===== config.mk =====
export PLATFORM = sky130hd
export DESIGN_NAME = regcmd_frame_codec
export DESIGN_NICKNAME = d
export VERILOG_FILES = /design/src/rtl/regcmd_frame_pkg.sv /design/src/rtl/crc16_acc.sv /design/src/rtl/cmd_frame_tx.sv /design/src/rtl/rsp_frame_rx.sv /design/src/rtl/regcmd_frame_codec.sv
export SDC_FILE = /design/constraint.sdc
export NUM_CORES = 1
export LEC_CHECK = 0
export CORE_ASPECT_RATIO = 0.6
export CORE_UTILIZATION = 68
export DETAILED_ROUTE_END_ITERATION = 6
export DONT_BUFFER_PORTS = 1
export PLACE_DENSITY = 0.84
export SYNTH_ARGS = -nofsm -noshare
export SYNTH_HDL_FRONTEND = slang
export SYNTH_HIERARCHICAL = 1
export SYNTH_SLANG_ARGS = --single-unit

===== constraint.sdc =====
create_clock -name clk -period 6.3 [get_ports clk]
set_input_delay 1.26 -clock clk [delete_from_list [all_inputs] [get_ports clk]]
set_output_delay 1.26 -clock clk [all_outputs]
set_load 0.005 [all_outputs]

===== src/rtl/regcmd_frame_pkg.sv =====
package regcmd_frame_pkg;
    timeunit 1ns;
    timeprecision 100ps;

    localparam logic [15:0] CRC_SEED = 16'hFFFF;
    localparam logic [15:0] CRC_POLY = 16'hA001;
    localparam int          HDR_LEN_W = 4;

    typedef enum logic [2:0] {
        RQ_ONE_RD   = 3'b000,
        RQ_ONE_WR   = 3'b001,
        RQ_STK_RD   = 3'b010,
        RQ_STK_WR   = 3'b011,
        RQ_ALL_RD   = 3'b100,
        RQ_ALL_WR   = 3'b101,
        RQ_ALL_WR_R = 3'b110
    } req_kind_e;

    typedef enum logic [2:0] {
        PH_IDLE, PH_HDR, PH_DEV, PH_RHI, PH_RLO, PH_DAT, PH_CLO, PH_CHI
    } tx_phase_e;

    typedef enum logic [2:0] {
        RX_CNT, RX_DEV, RX_RHI, RX_RLO, RX_DAT, RX_CLO, RX_CHI
    } rx_phase_e;

    typedef struct packed {
        req_kind_e   kind;
        logic [7:0]  dev;
        logic [15:0] addr;
    } cmd_fields_t;

    function automatic logic [15:0] crc16_step(logic [15:0] c, logic [7:0] b);
        logic [15:0] r;
        r = c;
        for (int i = 0; i < 8; i++) begin
            if (r[0] ^ b[i]) r = (r >> 1) ^ CRC_POLY;
            else             r = r >> 1;
        end
        return r;
    endfunction

    function automatic logic kind_is_read(req_kind_e k);
        return ~k[0];
    endfunction

    function automatic logic kind_has_dev(req_kind_e k);
        return (k == RQ_ONE_RD) || (k == RQ_ONE_WR);
    endfunction

    function automatic logic [7:0] header_byte(req_kind_e k, logic [HDR_LEN_W-1:0] lm1);
        return {1'b1, k, lm1};
    endfunction
endpackage


===== src/rtl/crc16_acc.sv =====
module crc16_acc
    import regcmd_frame_pkg::*;
(
    input  logic        clk,
    input  logic        rst,
    input  logic        start,
    input  logic        en,
    input  logic [7:0]  din,
    output logic [15:0] crc
);
    timeunit 1ns;
    timeprecision 100ps;

    always_ff @(posedge clk) begin
        if (rst)        crc <= CRC_SEED;
        else if (start) crc <= crc16_step(CRC_SEED, din);
        else if (en)    crc <= crc16_step(crc, din);
    end
endmodule


===== src/rtl/cmd_frame_tx.sv =====
module cmd_frame_tx
    import regcmd_frame_pkg::*;
#(
    parameter int MAX_DATA = 8,
    localparam int LEN_W = $clog2(MAX_DATA)
) (
    input  logic                  clk,
    input  logic                  rst,
    input  logic                  cmd_valid,
    output logic                  cmd_ready,
    input  logic [2:0]            cmd_type,
    input  logic [7:0]            cmd_dev,
    input  logic [15:0]           cmd_reg,
    input  logic [LEN_W-1:0]      cmd_len,
    input  logic [MAX_DATA*8-1:0] cmd_data,
    output logic                  tx_valid,
    input  logic                  tx_ready,
    output logic [7:0]            tx_byte,
    output logic                  tx_last
);
    timeunit 1ns;
    timeprecision 100ps;

    tx_phase_e                  phase_q;
    cmd_fields_t                fld_q;
    logic [LEN_W-1:0]           len_q;
    logic [LEN_W-1:0]           idx_q;
    logic [MAX_DATA-1:0][7:0]   data_q;
    logic [15:0]                crc;
    logic                       fire;
    logic                       accept;
    logic                       crc_start;
    logic                       crc_en;
    req_kind_e                  in_kind;

    assign in_kind   = req_kind_e'(cmd_type);
    assign cmd_ready = (phase_q == PH_IDLE);
    assign accept    = cmd_valid && cmd_ready;
    assign tx_valid  = (phase_q != PH_IDLE);
    assign tx_last   = (phase_q == PH_CHI);
    assign fire      = tx_valid && tx_ready;
    assign crc_start = fire && (phase_q == PH_HDR);
    assign crc_en    = fire && (phase_q inside {PH_DEV, PH_RHI, PH_RLO, PH_DAT});

    always_comb begin
        unique case (phase_q)
            PH_HDR:  tx_byte = header_byte(fld_q.kind, HDR_LEN_W'(len_q));
            PH_DEV:  tx_byte = fld_q.dev;
            PH_RHI:  tx_byte = fld_q.addr[15:8];
            PH_RLO:  tx_byte = fld_q.addr[7:0];
            PH_DAT:  tx_byte = data_q[idx_q];
            PH_CLO:  tx_byte = crc[7:0];
            PH_CHI:  tx_byte = crc[15:8];
            default: tx_byte = 8'h00;
        endcase
    end

    always_ff @(posedge clk) begin
        if (rst) begin
            phase_q <= PH_IDLE;
            fld_q   <= '0;
            len_q   <= '0;
            idx_q   <= '0;
            data_q  <= '0;
        end else if (accept) begin
            phase_q    <= PH_HDR;
            fld_q.kind <= in_kind;
            fld_q.dev  <= cmd_dev;
            fld_q.addr <= cmd_reg;
            len_q      <= kind_is_read(in_kind) ? '0 : cmd_len;
            data_q     <= cmd_data;
            idx_q      <= '0;
        end else if (fire) begin
            unique case (phase_q)
                PH_HDR: phase_q <= kind_has_dev(fld_q.kind) ? PH_DEV : PH_RHI;
                PH_DEV: phase_q <= PH_RHI;
                PH_RHI: phase_q <= PH_RLO;
                PH_RLO: begin
                    phase_q <= PH_DAT;
                    idx_q   <= '0;
                end
                PH_DAT: begin
                    if (idx_q == len_q) phase_q <= PH_CLO;
                    else                idx_q   <= idx_q + 1'b1;
                end
                PH_CLO: phase_q <= PH_CHI;
                PH_CHI: phase_q <= PH_IDLE;
                default: phase_q <= PH_IDLE;
            endcase
        end
    end

    crc16_acc u_crc (
        .clk   (clk),
        .rst   (rst),
        .start (crc_start),
        .en    (crc_en),
        .din   (tx_byte),
        .crc   (crc)
    );

    // a stalled byte is held unchanged
    p_stall_hold_r6: assert property (@(posedge clk) disable iff (rst)
        tx_valid && !tx_ready |=> tx_valid && $stable(tx_byte));

    // an accepted command opens with a header byte
    p_header_first_r1: assert property (@(posedge clk) disable iff (rst)
        cmd_valid && cmd_ready |=> tx_valid && tx_byte[7]);

    // read headers carry a zero length field
    p_read_len_r4: assert property (@(posedge clk) disable iff (rst)
        tx_valid && (phase_q == PH_HDR) && !tx_byte[4] |-> tx_byte[3:0] == 4'h0);

    // the encoder is free right after the last check byte leaves
    p_release_r6: assert property (@(posedge clk) disable iff (rst)
        tx_last && tx_ready |=> cmd_ready && !tx_valid);
endmodule


===== src/rtl/rsp_frame_rx.sv =====
module rsp_frame_rx
    import regcmd_frame_pkg::*;
#(
    parameter int MAX_DATA = 8,
    localparam int LEN_W = $clog2(MAX_DATA)
) (
    input  logic                  clk,
    input  logic                  rst,
    input  logic                  rx_valid,
    input  logic [7:0]            rx_byte,
    output logic                  rsp_ok,
    output logic                  rsp_err,
    output logic [7:0]            rsp_len,
    output logic [7:0]            rsp_dev,
    output logic [15:0]           rsp_reg,
    output logic [MAX_DATA*8-1:0] rsp_data
);
    timeunit 1ns;
    timeprecision 100ps;

    rx_phase_e                phase_q;
    logic [7:0]               cnt_q;
    logic [7:0]               idx_q;
    logic [7:0]               sh_dev;
    logic [15:0]              sh_reg;
    logic [MAX_DATA-1:0][7:0] sh_data;
    logic [15:0]              crc;
    logic [15:0]              residue;
    logic                     crc_start;
    logic                     crc_en;

    assign crc_start = rx_valid && (phase_q == RX_CNT);
    assign crc_en    = rx_valid && (phase_q != RX_CNT);
    assign residue   = crc16_step(crc, rx_byte);

    always_ff @(posedge clk) begin
        if (rst) begin
            phase_q  <= RX_CNT;
            cnt_q    <= '0;
            idx_q    <= '0;
            sh_dev   <= '0;
            sh_reg   <= '0;
            sh_data  <= '0;
            rsp_ok   <= 1'b0;
            rsp_err  <= 1'b0;
            rsp_len  <= '0;
            rsp_dev  <= '0;
            rsp_reg  <= '0;
            rsp_data <= '0;
        end else begin
            rsp_ok  <= 1'b0;
            rsp_err <= 1'b0;
            if (rx_valid) begin
                unique case (phase_q)
                    RX_CNT: begin
                        cnt_q   <= rx_byte;
                        sh_data <= '0;
                        phase_q <= RX_DEV;
                    end
                    RX_DEV: begin
                        sh_dev  <= rx_byte;
                        phase_q <= RX_RHI;
                    end
                    RX_RHI: begin
                        sh_reg[15:8] <= rx_byte;
                        phase_q      <= RX_RLO;
                    end
                    RX_RLO: begin
                        sh_reg[7:0] <= rx_byte;
                        idx_q       <= '0;
                        phase_q     <= RX_DAT;
                    end
                    RX_DAT: begin
                        if (int'(idx_q) < MAX_DATA) sh_data[idx_q[LEN_W-1:0]] <= rx_byte;
                        if (idx_q == cnt_q) phase_q <= RX_CLO;
                        else                idx_q   <= idx_q + 8'd1;
                    end
                    RX_CLO: phase_q <= RX_CHI;
                    RX_CHI: begin
                        if (residue == 16'h0000) begin
                            rsp_ok   <= 1'b1;
                            rsp_len  <= cnt_q;
                            rsp_dev  <= sh_dev;
                            rsp_reg  <= sh_reg;
                            rsp_data <= sh_data;
                        end else begin
                            rsp_err <= 1'b1;
                        end
                        phase_q <= RX_CNT;
                    end
                    default: phase_q <= RX_CNT;
                endcase
            end
        end
    end

    crc16_acc u_crc (
        .clk   (clk),
        .rst   (rst),
        .start (crc_start),
        .en    (crc_en),
        .din   (rx_byte),
        .crc   (crc)
    );

    // a verdict only follows a taken byte
    p_verdict_after_byte_r8: assert property (@(posedge clk) disable iff (rst)
        (rsp_ok || rsp_err) |-> $past(rx_valid));

    // success is a single-cycle pulse
    p_ok_pulse_r8: assert property (@(posedge clk) disable iff (rst)
        rsp_ok |=> !rsp_ok);

    // committed fields move only with a success pulse
    p_fields_hold_r9: assert property (@(posedge clk) disable iff (rst)
        !rsp_ok |-> $stable(rsp_len) && $stable(rsp_dev) && $stable(rsp_reg) && $stable(rsp_data));
endmodule


===== src/rtl/regcmd_frame_codec.sv =====
module regcmd_frame_codec
    import regcmd_frame_pkg::*;
#(
    parameter int MAX_DATA = 8,
    localparam int LEN_W = $clog2(MAX_DATA)
) (
    input  logic                  clk,
    input  logic                  rst,
    input  logic                  cmd_valid,
    output logic                  cmd_ready,
    input  logic [2:0]            cmd_type,
    input  logic [7:0]            cmd_dev,
    input  logic [15:0]           cmd_reg,
    input  logic [LEN_W-1:0]      cmd_len,
    input  logic [MAX_DATA*8-1:0] cmd_data,
    output logic                  tx_valid,
    input  logic                  tx_ready,
    output logic [7:0]            tx_byte,
    output logic                  tx_last,
    input  logic                  rx_valid,
    input  logic [7:0]            rx_byte,
    output logic                  rsp_ok,
    output logic                  rsp_err,
    output logic [7:0]            rsp_len,
    output logic [7:0]            rsp_dev,
    output logic [15:0]           rsp_reg,
    output logic [MAX_DATA*8-1:0] rsp_data
);
    timeunit 1ns;
    timeprecision 100ps;

    initial begin
        if (MAX_DATA < 2 || MAX_DATA > (1 << HDR_LEN_W))
            $error("MAX_DATA must be between 2 and %0d", 1 << HDR_LEN_W);
    end

    cmd_frame_tx #(.MAX_DATA(MAX_DATA)) u_tx (
        .clk       (clk),
        .rst       (rst),
        .cmd_valid (cmd_valid),
        .cmd_ready (cmd_ready),
        .cmd_type  (cmd_type),
        .cmd_dev   (cmd_dev),
        .cmd_reg   (cmd_reg),
        .cmd_len   (cmd_len),
        .cmd_data  (cmd_data),
        .tx_valid  (tx_valid),
        .tx_ready  (tx_ready),
        .tx_byte   (tx_byte),
        .tx_last   (tx_last)
    );

    rsp_frame_rx #(.MAX_DATA(MAX_DATA)) u_rx (
        .clk      (clk),
        .rst      (rst),
        .rx_valid (rx_valid),
        .rx_byte  (rx_byte),
        .rsp_ok   (rsp_ok),
        .rsp_err  (rsp_err),
        .rsp_len  (rsp_len),
        .rsp_dev  (rsp_dev),
        .rsp_reg  (rsp_reg),
        .rsp_data (rsp_data)
    );
endmodule


Word-level counts from Yosys, hierarchy flattened
Index checks and enable logic that the tools add are counted.
- register bits after elaboration: 337
- add/sub/neg operators: 2
- bitwise gates (word level): 76
- multiplexer cells: 135
- reductions and logical operators: 34
- magnitude comparators: 4
- equality and inequality tests: 22
- operators with widths (kind ; number):
    $mux 16 ; 113
    $pmux 64 s2 ; 1
    $not 2->3 ; 37
    $bwmux 64 ; 1
    $mux 64 ; 1
    $pmux 8 s7 ; 1
    $xor 1x1->1 ; 37
    $pmux 3 s6 ; 2
    $bmux 8 s3 ; 1
    $demux 8 s3 ; 1
    $mux 8 ; 3
    $eq 3x3->1 const B ; 7
    $logic_not 16->1 ; 1
    $pmux 8 s2 ; 1
    $reduce_and 2->1 ; 7
    $eq 3x2->1 const B ; 4
    $mux 3 ; 4
    $reduce_and 3->1 ; 4
    $reduce_bool 2->1 ; 6
    $eq 3x1->1 const B ; 3
    $logic_not 3->1 ; 3
    $add 8x1->8 const B ; 1
    $eq 8x8->1 ; 1
    $lt 3x4->1 const B ; 2
    16 further kinds ; 31

Depth between registers and ports, before layout
Gate-level depths: netlist of the first run.
- depth after elaboration: 42
- gate-level depth with buffers: 12
- gate-level depth less buffers: 9

By module
Netlist of the first run, hierarchy kept.
- by module, submodules not included (module ; area an instance (um^2) ; cells an instance ; instances):
    rsp_frame_rx ; 8325.5 ; 819 ; 1
    cmd_frame_tx ; 4504.3 ; 558 ; 1
    crc16_acc (u_rx.u_crc) ; 1052.3 ; 119 ; 1
    crc16_acc (u_tx.u_crc) ; 1036.0 ; 113 ; 1

Least setup slack after synthesis of the first run
No wires, ideal clock.
- path type: register to register
- start: register u_tx.idx_q[0]
- end: register u_tx.u_crc.crc[15]
- arrival time: 3.019 ns
- clock period less this slack: 3.115 ns
- path slack: 3.185 ns
- stages on the path, launching flop included: 12
- required time: 6.204 ns
- path through: dfxtp_1 -> buf_2 -> buf_2 -> mux4_2 -> a22o_1 -> a211o_1 -> buf_4 -> xnor2_1 -> xnor2_2 -> xnor3_2 -> and3_1 -> o41ai_2
- RTL lines (what ; line ; RTL):
    from (decl) ; cmd_frame_tx.sv:27 ; logic [LEN_W-1:0] idx_q;
    from (signal assigned) ; cmd_frame_tx.sv:84 ; else idx_q <= idx_q + 1'b1;
    $bmux 8 s3 (*) ; cmd_frame_tx.sv:51 ; PH_DAT: tx_byte = data_q[idx_q];
    $mux 8 (implied by the code) (*) ; cmd_frame_tx.sv:51 ;
    $pmux 8 s7 (*) ; cmd_frame_tx.sv:46 ; unique case (phase_q)
    named net tx_byte[5] ; regcmd_frame_codec.sv:18 ; output logic [7:0] tx_byte,
    $xor 1x1->1 ; regcmd_frame_pkg.sv:37 ; if (r[0] ^ b[i]) r = (r >> 1) ^ CRC_POLY;
    $mux 16 ; regcmd_frame_pkg.sv:37 ;
    $mux 16 ; crc16_acc.sv:17 ; else if (en) crc <= crc16_step(crc, din);
    $mux 16 ; crc16_acc.sv:16 ; else if (start) crc <= crc16_step(CRC_SEED, din);
    (+2 left out) ; - ;
    $mux 16 ; regcmd_frame_pkg.sv:37 ;
    $mux 16 ; crc16_acc.sv:17 ;
    $mux 16 ; crc16_acc.sv:16 ;
    $mux 16 ; crc16_acc.sv:15 ; if (rst) crc <= CRC_SEED;
    $xor 1x1->1 ; regcmd_frame_pkg.sv:37 ;
    $mux 16 ; regcmd_frame_pkg.sv:37 ;
    $mux 16 ; crc16_acc.sv:17 ;
    $mux 16 (*) ; crc16_acc.sv:16 ;
    to (signal assigned) ; crc16_acc.sv:16 ;
    to (signal assigned) ; crc16_acc.sv:17 ;
    to (decl) ; crc16_acc.sv:9 ; output logic [15:0] crc
Mark *: on every way through the listed nets, which the timed path passes. The rest lies on a longest branch. The select of a mux whose other input is x is not followed.
A chain may end at the register's enable or synchronous reset.

Worst setup path after layout of the first run
- start: register u_tx.phase_q[2]
- end: output tx_byte[6]
- word-level cells in the longest chain between the ends: 2
- RTL lines (what ; line ; RTL):
    from (decl) ; cmd_frame_tx.sv:24 ; tx_phase_e phase_q;
    from (signal assigned) ; cmd_frame_tx.sv:75 ; PH_HDR: phase_q <= kind_has_dev(fld_q.kind) ? PH_DEV : PH_RHI;
    $eq 3x3->1 (tied with other cells) ; cmd_frame_tx.sv:46 ;
    $pmux 8 s7 (*) ; cmd_frame_tx.sv:46 ;
    to (decl) ; regcmd_frame_codec.sv:18 ;
Mark *: on every way between the ends. The rest lies on a longest branch, timed or not.

==> summary.txt, run 1 <==
Outcome
  – Outcome: finished, violations left
  – Failing checks: DRC

Placement
  – IO buf count: 0
  – DP HPWL: roughly 26000 um
  – Gp weighted congestion: 0.988

GRT
  – Vias in the first global route: around 10000
  – Antenna violations before repair: 2
  – Gr ovfl total: 0
  – First-pass GRT wire length: roughly 60000 um
  – Largest net degree at the start of global routing: approximately 370
  – GRT Total Usage: 0.331

Synthesis
  – Ys flop type: dfxtp_1
  – Synth area leader: dfxtp_1
  – Post-synthesis net count: 1718
  – Mux cell area share after synthesis: 0.118
  – Library cells used by synthesis: 70
  – Post-synthesis async set-or-reset flop share: 0
  – Combinational family with the most area after synthesis: simple AND/OR/NAND/NOR gates
  – Adder-Cell Fraction of Synth Area: 0.00168
  – Syn Area/Cell: between 9 and 10 sq um
  – Synth top area share: 0.452
  – Number of synthesized flops with an enable pin: 0
  – XOR/XNOR Fraction of Synth Area: 0.0565
  – Post-Synthesis Cells: about 1600
  – Compound-Gate Fraction of Synth Area: 0.129
  – Synthesized flop and latch total: between 300 and 400
  – Simple-gate area share of the yosys netlist: 0.206
  – Sequential area share after synthesis: 0.452
  – Ys Warns: 6
  – Netlist Area Pre-Place: 14900 sq um
  – Largest cells by area after synthesis: dfxtp_1 (45%), mux2i_1 (9.2%), nand2b_1 (8.4%), nand2_1 (7.2%), a21oi_1 (4.2%)

Final layout
  – Syn-to-layout area delta: 6.19%
  – Biggest regs: u_rx/rsp_data: 64 flops, u_rx/sh_data: 64 flops, u_tx/data_q: 64 flops
  – Final core occ: 0.746
  – Filler instances: about 1600
  – Layout cells sized above 1: 0.0668
  – Nets: 1644

Power
  – Worst vdd ir: ~0.00024 V
  – Leakage: 5.30 nW
  – Pwr Density: just under 300 nW/um^2
  – Clk pwr share: 0.390
  – Combinational Power Share: 0.117
  – Seq pwr share: 0.493
  – Net Sw Frac: 0.257
  – Int Power: approximately 3.5 mW
  – Net switching power: approximately 1.2 mW

STA
  – Slew HR: 0.268
  – Final worst path period share: 0.687
  – Worst Max-Slew Pin Slew: 1.09 ns
  – Slew Viols, Final: 0
  – Worst Skew: about 0.024 ns
  – Final setup viols: 0
  – F_max: 231 MHz
  – RSZ-0062 raised after global routing: no
  – Final hold vios: 0
  – Min cycle time layout: between 4 and 5 ns
  – Setup_tns: 0 ns

Job
  – Max Cap Viol: 0

Worst setup path
  – Largest fanout on the critical path: 23
  – Reg2Reg Setup Slack: 2.30 ns
  – Critical R2R Launch: u_tx/phase_q[2]$_SDFFE_PP0P_
  – Most frequent CP cell: a22o_1
  – Crit-path slowest cell: dfxtp_1
  – CP arrival: about 3 ns
  – Startpoint class of the critical path: register
  – Critical path endpoint category: output port
  – Critical path origin: u_tx/phase_q[2]$_SDFFE_PP0P_
  – CP max stage delay: between 0.9 and 1 ns
  – Crit path cell chain: nor2b_1 -> a22o_1 -> a22o_1 -> a211o_1
  – Critical Path RT: just over 5 ns
  – Kind of critical path: reg -> out

Hold path
  – Hold_sp: u_tx/data_q[59]$_SDFFE_PP0P_
  – Hold WC Path Type: reg -> reg

Clock network
  – H-tree levels: 1
  – Post-CTS Resized: 0
  – Setup Fix Bufs, Post-CTS: 0
  – Clk_lat worst skew: between 0.5 and 0.6 ns
  – CTS tree: built
  – CTS Buf Count: 29
  – Post-CTS Hold Buffers: 0
  – CTS root buf: clkbuf_16
  – Clk buf depth: 3
  – Clock transition at path regs: 0.07 ns
  – Clock Sinks: roughly 340

Drt
  – TritonRoute pass-1 iters: 7
  – DRT iter0 DRCs: roughly 1500
  – Detailed Route WL: 38500 um
  – Vias after detailed routing: 11500
  – WL/cell: roughly 21 um
  – DRC: 8
  – ANT nets after route: 0
  – Routed vias/inst: around 6.3

Die
  – Ports: 216
  – Initial Util: 0.702
  – Die Area: 22600 sq um
  – DIE WIDTH: 193 um
  – Core Region: roughly 21000 sq um
  – Die H: 117 um
  – Row cnt: 41
## worst max-delay path, delay by kind of cell (launching register included)
kind / cells / cell delay (ns)
flops: 1 / 0.91
simple gates: 1 / 0.74
compound gates: 3 / 0.88
## per-stage QoR
stage / power [mW] / hold slack (ns) / setup WS (ns) / cells / area [sq um]
final: 4.69 / 0.458 / 1.97 / 1837 / 15800
after floorplan: 2.79 / 0.433 / 3.19 / 1609 / 14900
after global routing: 4.84 / 0.467 / 1.93 / 1837 / 15800
after detailed placement: 2.88 / 0.441 / 2.36 / 1783 / 14900
after CTS: 4.69 / 0.451 / 2.10 / 1836 / 15800
after global placement: 2.87 / 0.438 / 2.52 / 1783 / 14900
## synth_stat cells, drive strengths merged (12+ instances only)
master / n
a21oi: 130
a31oi: 13
buf: 45
clkbuf: 68
dfxtp: 337
inv: 14
mux2i: 137
mux4: 16
nand2: 286
nand2b: 201
nand3: 21
nor2: 53
o21ai: 19
o22ai: 15
o2bb2ai: 57
or3: 12
xnor2: 39
xor2: 27
## layer usage
layer / global-route usage / wire length, um / vias up
li1: - / - / 5365
met1: 0.498 / 17800 / 5526
met2: 0.445 / 15200 / 550
met3: 0.123 / 4960 / 51
met4: 0.0645 / 537 / 0
met5: 0 / 0 / -
## cell usage in the layout, fill, tap and decap left out, types with 21 or more instances in the layout
cell type,instances
a21oi_1,126
mux2i_1,137
o2bb2ai_1,57
nor2_1,53
xor2_1,25
nand3_1,21
xnor2_1,36
nand2b_1,201
dfxtp_1,337
nand2_1,285
clkbuf_16,29
## power groups by stage
| stage | logic [mW] | registers [mW] | clock network [mW] |
|---|---|---|---|
| 2_1_floorplan | 0.485 | 2.30 | 0 |
| 3_3_place_gp | 0.513 | 2.35 | 0 |
| 3_5_place_dp | 0.529 | 2.35 | 0 |
| 4_1_cts | 0.536 | 2.30 | 1.85 |
| 5_1_grt | 0.594 | 2.32 | 1.93 |
| 6_report | 0.550 | 2.31 | 1.83 |
## cell type report
type | count | area, sq um | area share
clock buffer | 40 | 817 | 0.0516
clock inverter | 13 | 156 | 0.00987
tap | 279 | 349 | 0.0220
inverter | 14 | 52.6 | 0.00332
timing repair buffer | 8 | 72.6 | 0.00458
sequential | 337 | 6750 | 0.426
antenna | 1 | 2.50 | 0.000158
multi-input combinational | 1145 | 7640 | 0.483
## worst paths after layout
path	endpoint	cells past startpoint
worst max-delay path	tx_byte[6]	4
worst min-delay path	u_tx/data_q[59]$_SDFFE_PP0P_	2
worst max register to register	u_tx/u_crc/crc[15]$_SDFFE_PP1P_	9
worst min register to register	u_tx/data_q[59]$_SDFFE_PP0P_	2
## kinds of logic (layout without fill, tap and decap cells)
logic type                 Yosys count  after routing
buffers and inverters              127             75
AOI/OAI and AO/OA                  289            289
and+or+nand+nor                    623            623
muxes                              155            155
adders and majority gates            2              2
xor gates and xnor gates            76             76
other                                0              1
DFF                                337            337
(Power assumes the default switching activity.)
==> run 2: changes to the inputs <==
--- a/config.mk
+++ b/config.mk
@@ -5,11 +5,12 @@
 export SDC_FILE = /design/constraint.sdc
 export NUM_CORES = 1
 export LEC_CHECK = 0
+export ABC_AREA = 1
 export CORE_ASPECT_RATIO = 0.6
-export CORE_UTILIZATION = 68
+export CORE_UTILIZATION = 58
 export DETAILED_ROUTE_END_ITERATION = 6
 export DONT_BUFFER_PORTS = 1
-export PLACE_DENSITY = 0.84
+export PLACE_DENSITY = 0.76
 export SYNTH_ARGS = -nofsm -noshare
 export SYNTH_HDL_FRONTEND = slang
 export SYNTH_HIERARCHICAL = 1
==> constraint.sdc (replaced) <==
create_clock -name clk -period 3.48 [get_ports clk]
set_input_delay 0.696 -clock clk [delete_from_list [all_inputs] [get_ports clk]]
set_output_delay 0.696 -clock clk [all_outputs]
set_load 0.005 [all_outputs]
==> run 2 against run 1 <==
Against the previous run:
- the flow now finishes without violations
- total power rose by 87%
- clock skew is 0.014 ns lower
- critical path depth rose by 2
- global-route usage decreased by 2.8 points
- clock power increased by 100%
- flip-flop and latch count stayed put
- area after synthesis is 4.5% higher
- critical endpoint is now tx_byte[1]
==> summary.txt, run 2 <==
Outcome
  – Outcome: finished, final reports clean

Clock network
  – Setup Fix Bufs, Post-CTS: 0 (unchanged)
  – Clock Sinks: 337 (unchanged)
  – Post-CTS Resized: 0 (unchanged)
  – H-tree levels: 1 (unchanged)
  – Clock transition at path regs: 0.07 ns (about the same)
  – CTS tree: built
  – Clk buf depth: 3 (unchanged)
  – Post-CTS Hold Buffers: 0 (unchanged)
  – CTS Buf Count: 31 (+6.9%)
  – CTS root buf: clkbuf_16
  – Clk_lat worst skew: 0.57 ns (+0.02 ns)

Synthesis
  – Largest cells by area after synthesis: dfxtp_1 (43%), nand2_1 (15%), a21oi_1 (7.6%), nor2_1 (6.1%), inv_1 (5.5%)
  – Library cells used by synthesis: 45 (-36%)
  – Ys flop type: dfxtp_1
  – Sequential area share after synthesis: 0.433 (-0.0193)
  – Syn Area/Cell: 7.03 sq um (-24%)
  – Count leader, synth: nand2_1
  – Synth area leader: dfxtp_1
  – Post-synthesis net count: 2324 (+35%)
  – Number of synthesized flops with an enable pin: 0 (unchanged)
  – Synthesized flop and latch total: 337 (unchanged)
  – Synth top area share: 0.433 (-0.0193)
  – Post-synth top cells: nand2_1 (607), dfxtp_1 (337), nor2_1 (252)
  – Netlist Area Pre-Place: 15600 sq um (+4.5%)
  – Post-Synthesis Cells: 2215 (+38%)
  – Post-synthesis async set-or-reset flop share: 0 (unchanged)
  – Ys Warns: 6 (unchanged)

Final layout
  – Nets: 2273 (+38%)
  – Layout cells sized above 1: 0.0823 (+0.0155)
  – Syn-to-layout area delta: 6.77%
  – Most frequent cells in the layout: nand2_1 (607), dfxtp_1 (336), nor2_1 (252)
  – Biggest regs: u_rx/rsp_data: 64 flops, u_rx/sh_data: 64 flops, u_tx/data_q: 64 flops
  – Final core occ: 0.630 (-0.116)
  – Commonest non-fill, non-tap cell in the layout: nand2_1
  – Diodes inserted: 0 (-1)

Job
  – Max Cap Viol: 0 (unchanged)

GRT
  – Gr ovfl total: 0 (unchanged)
  – Largest net degree at the start of global routing: 147 (-60%)
  – Top Usage Layer GRT: met1
  – First-pass GRT wire length: 65800 um (+13%)
  – GRT Total Usage: 0.302 (-0.0283)
  – Global routing usage on met1: 0.468 (-0.0304)
  – Met2 Resource Use GR: 0.400 (-0.0450)
  – M3 GR Usage: 0.0976 (-0.0254)
  – Vias in the first global route: 12100 (+17%)
  – Antenna violations before repair: 0 (-2)

Drt
  – DRT iter0 DRCs: 1636 (+13%)
  – Vias after detailed routing: 14100 (+22%)
  – TritonRoute pass-1 iters: 6 (-1)
  – Routed vias/inst: 5.52 (-12%)
  – DRC: 0 (-8)
  – WL/cell: 16.7 um (-20%)
  – ANT nets after route: 0 (unchanged)
  – Detailed Route WL: 42600 um (+11%)

STA
  – Slew Viols, Final: 0 (unchanged)
  – Worst Skew: 0.0101 ns (-0.0140 ns)
  – Final setup viols: 0 (unchanged)
  – Min cycle time layout: 3.17 ns
  – RSZ-0062 raised after global routing: no
  – Slew HR: 0.238 (-0.0306)
  – Setup_tns: 0 ns (unchanged)
  – Final worst path period share: 0.912
  – Final hold vios: 0 (unchanged)
  – Worst Max-Slew Pin Slew: 1.14 ns (+0.0490 ns)
  – F_max: approximately 320 MHz

Worst setup path
  – CP max stage delay: 0.64 ns (-0.27 ns)
  – Worst path bufs/invs: 1 (+1)
  – Kind of critical path: reg -> out
  – Crit path cell chain: nand2_2 -> nor2_1 -> inv_2 -> o22ai_1 -> nor3_1 -> nand2_1
  – CP top delay family: simple AND/OR/NAND/NOR gates
  – Critical path endpoint category: output port
  – Critical path origin: u_tx/phase_q[1]$_SDFFE_PP0P_
  – Worst r2r path cells: 15 (+6)
  – Startpoint class of the critical path: register
  – Critical Path RT: 2.78 ns (-2.26 ns)
  – Critical R2R Launch: u_tx/phase_q[1]$_SDFFE_PP0P_
  – Crit-path slowest cell: dfxtp_1
  – CP arrival: 2.48 ns (-0.59 ns)
  – RR Endpoint: u_tx/u_crc/crc[0]$_SDFFE_PP1P_
  – Reg2Reg Setup Slack: 0.40 ns (-1.90 ns)
  – Largest fanout on the critical path: 10 (-57%)

Placement
  – Gp weighted congestion: 0.970 (-1.8%)
  – DP HPWL: 30100 um (+17%)
  – IO buf count: 0 (unchanged)

Power
  – Seq pwr share: 0.471 (-0.022)
  – Int Power: 6.52 mW (+87%)
  – Worst vdd ir: 0.000355 V (+46%)
  – Combinational Power Share: 0.101 (-0.016)
  – Clk pwr share: 0.427 (+0.037)
  – Leakage: 7.36 nW (+39%)
  – Net Sw Frac: 0.256 (-0.000827)
  – Net switching power: 2.25 mW (+86%)
  – Pwr Density: 527 nW/um^2 (+78%)

Die
  – Ports: 216 (unchanged)
  – DIE WIDTH: 214 um (+11%)
  – Die Area: 27500 sq um (+22%)
  – Row cnt: 46 (+12%)
  – Initial Util: 0.590 (-0.113)
  – Die H: 129 um (+10%)
  – Core Region: 26400 sq um (+24%)

Hold path
  – Hold WC Path Type: in -> reg
  – Hold Path End: u_tx/data_q[50]$_SDFFE_PP0P_
  – WHS Path Cells: 1 (-1)
  – Hold_sp: rst
-- run 2: cell count changes in the layout (fill, tap and decap cells not counted), moves of 30 or more --
| cell | before | now |
|---|---|---|
| o21ai_0 | 16 | 94 |
| nor2_1 | 53 | 252 |
| nand3_1 | 21 | 90 |
| inv_1 | 12 | 228 |
| o21ai_1 | 3 | 33 |
| nand2b_1 | 201 | 0 |
| nand2_1 | 285 | 607 |
| a21oi_1 | 126 | 238 |
| mux2i_1 | 137 | 0 |
| o2bb2ai_1 | 57 | 1 |
-- run 2: power by group through the flow --
stage,sequential [mW],combinational [mW],clock (mW)
6_report,4.13,0.888,3.75
5_1_grt,4.15,0.992,3.96
4_1_cts,4.13,0.867,3.79
3_5_place_dp,4.22,0.861,0
3_3_place_gp,4.21,0.845,0
2_1_floorplan,4.17,0.761,0
-- run 2: worst max path at each step --
| stage | end | slack [ns] | depth (start not counted) |
|---|---|---|---|
| after floorplan | u_rx/u_crc/crc[8]$_SDFFE_PP1P_ | 1.14 | 11 |
| after global placement | u_tx/u_crc/crc[0]$_SDFFE_PP1P_ | 0.67 | 21 |
| after detailed placement | u_tx/u_crc/crc[0]$_SDFFE_PP1P_ | 0.58 | 21 |
| after CTS | tx_byte[6] | 0.43 | 6 |
| after global routing | u_tx/u_crc/crc[0]$_SDFFE_PP1P_ | 0.20 | 16 |
| final | tx_byte[1] | 0.31 | 6 |
-- run 2: per-layer routing --
layer | vias up | wire length [um]
li1 | 6927 | -
met1 | 6453 | 20100
met2 | 620 | 16500
met3 | 64 | 5300
met4 | 0 | 716
met5 | - | 0
-- run 2: per-stage QoR --
step                instances  power, mW  hold slack [ns]  instance area, sq um  setup WS (ns)
floorplan                2215       4.93            0.424                 15600           1.14
global placement         2491       5.06            0.434                 15500          0.669
detailed placement       2491       5.08            0.438                 15500          0.577
CTS                      2548       8.79            0.169                 16600          0.434
global route             2548       9.10            0.170                 16600          0.204
finish                   2548       8.77            0.188                 16600          0.307
-- run 2: cell type report --
| class | instances | area [sq um] |
|---|---|---|
| clock inverters | 19 | 289 |
| well taps | 360 | 450 |
| inverters | 254 | 957 |
| repair buffers | 27 | 215 |
| fillers | 2399 | 9780 |
| multi-input cells | 1513 | 7150 |
| flip-flops and latches | 337 | 6750 |
| clock buffers | 38 | 832 |
-- run 2: cells by family after synthesis --
logic type      count (synthesis)  synth area share
flops                         337             0.433
compound gates                432             0.150
fa+ha+maj                       2           0.00161
simple gates                 1047             0.287
buf+inv                       365             0.109
xor+xnor                       32            0.0185
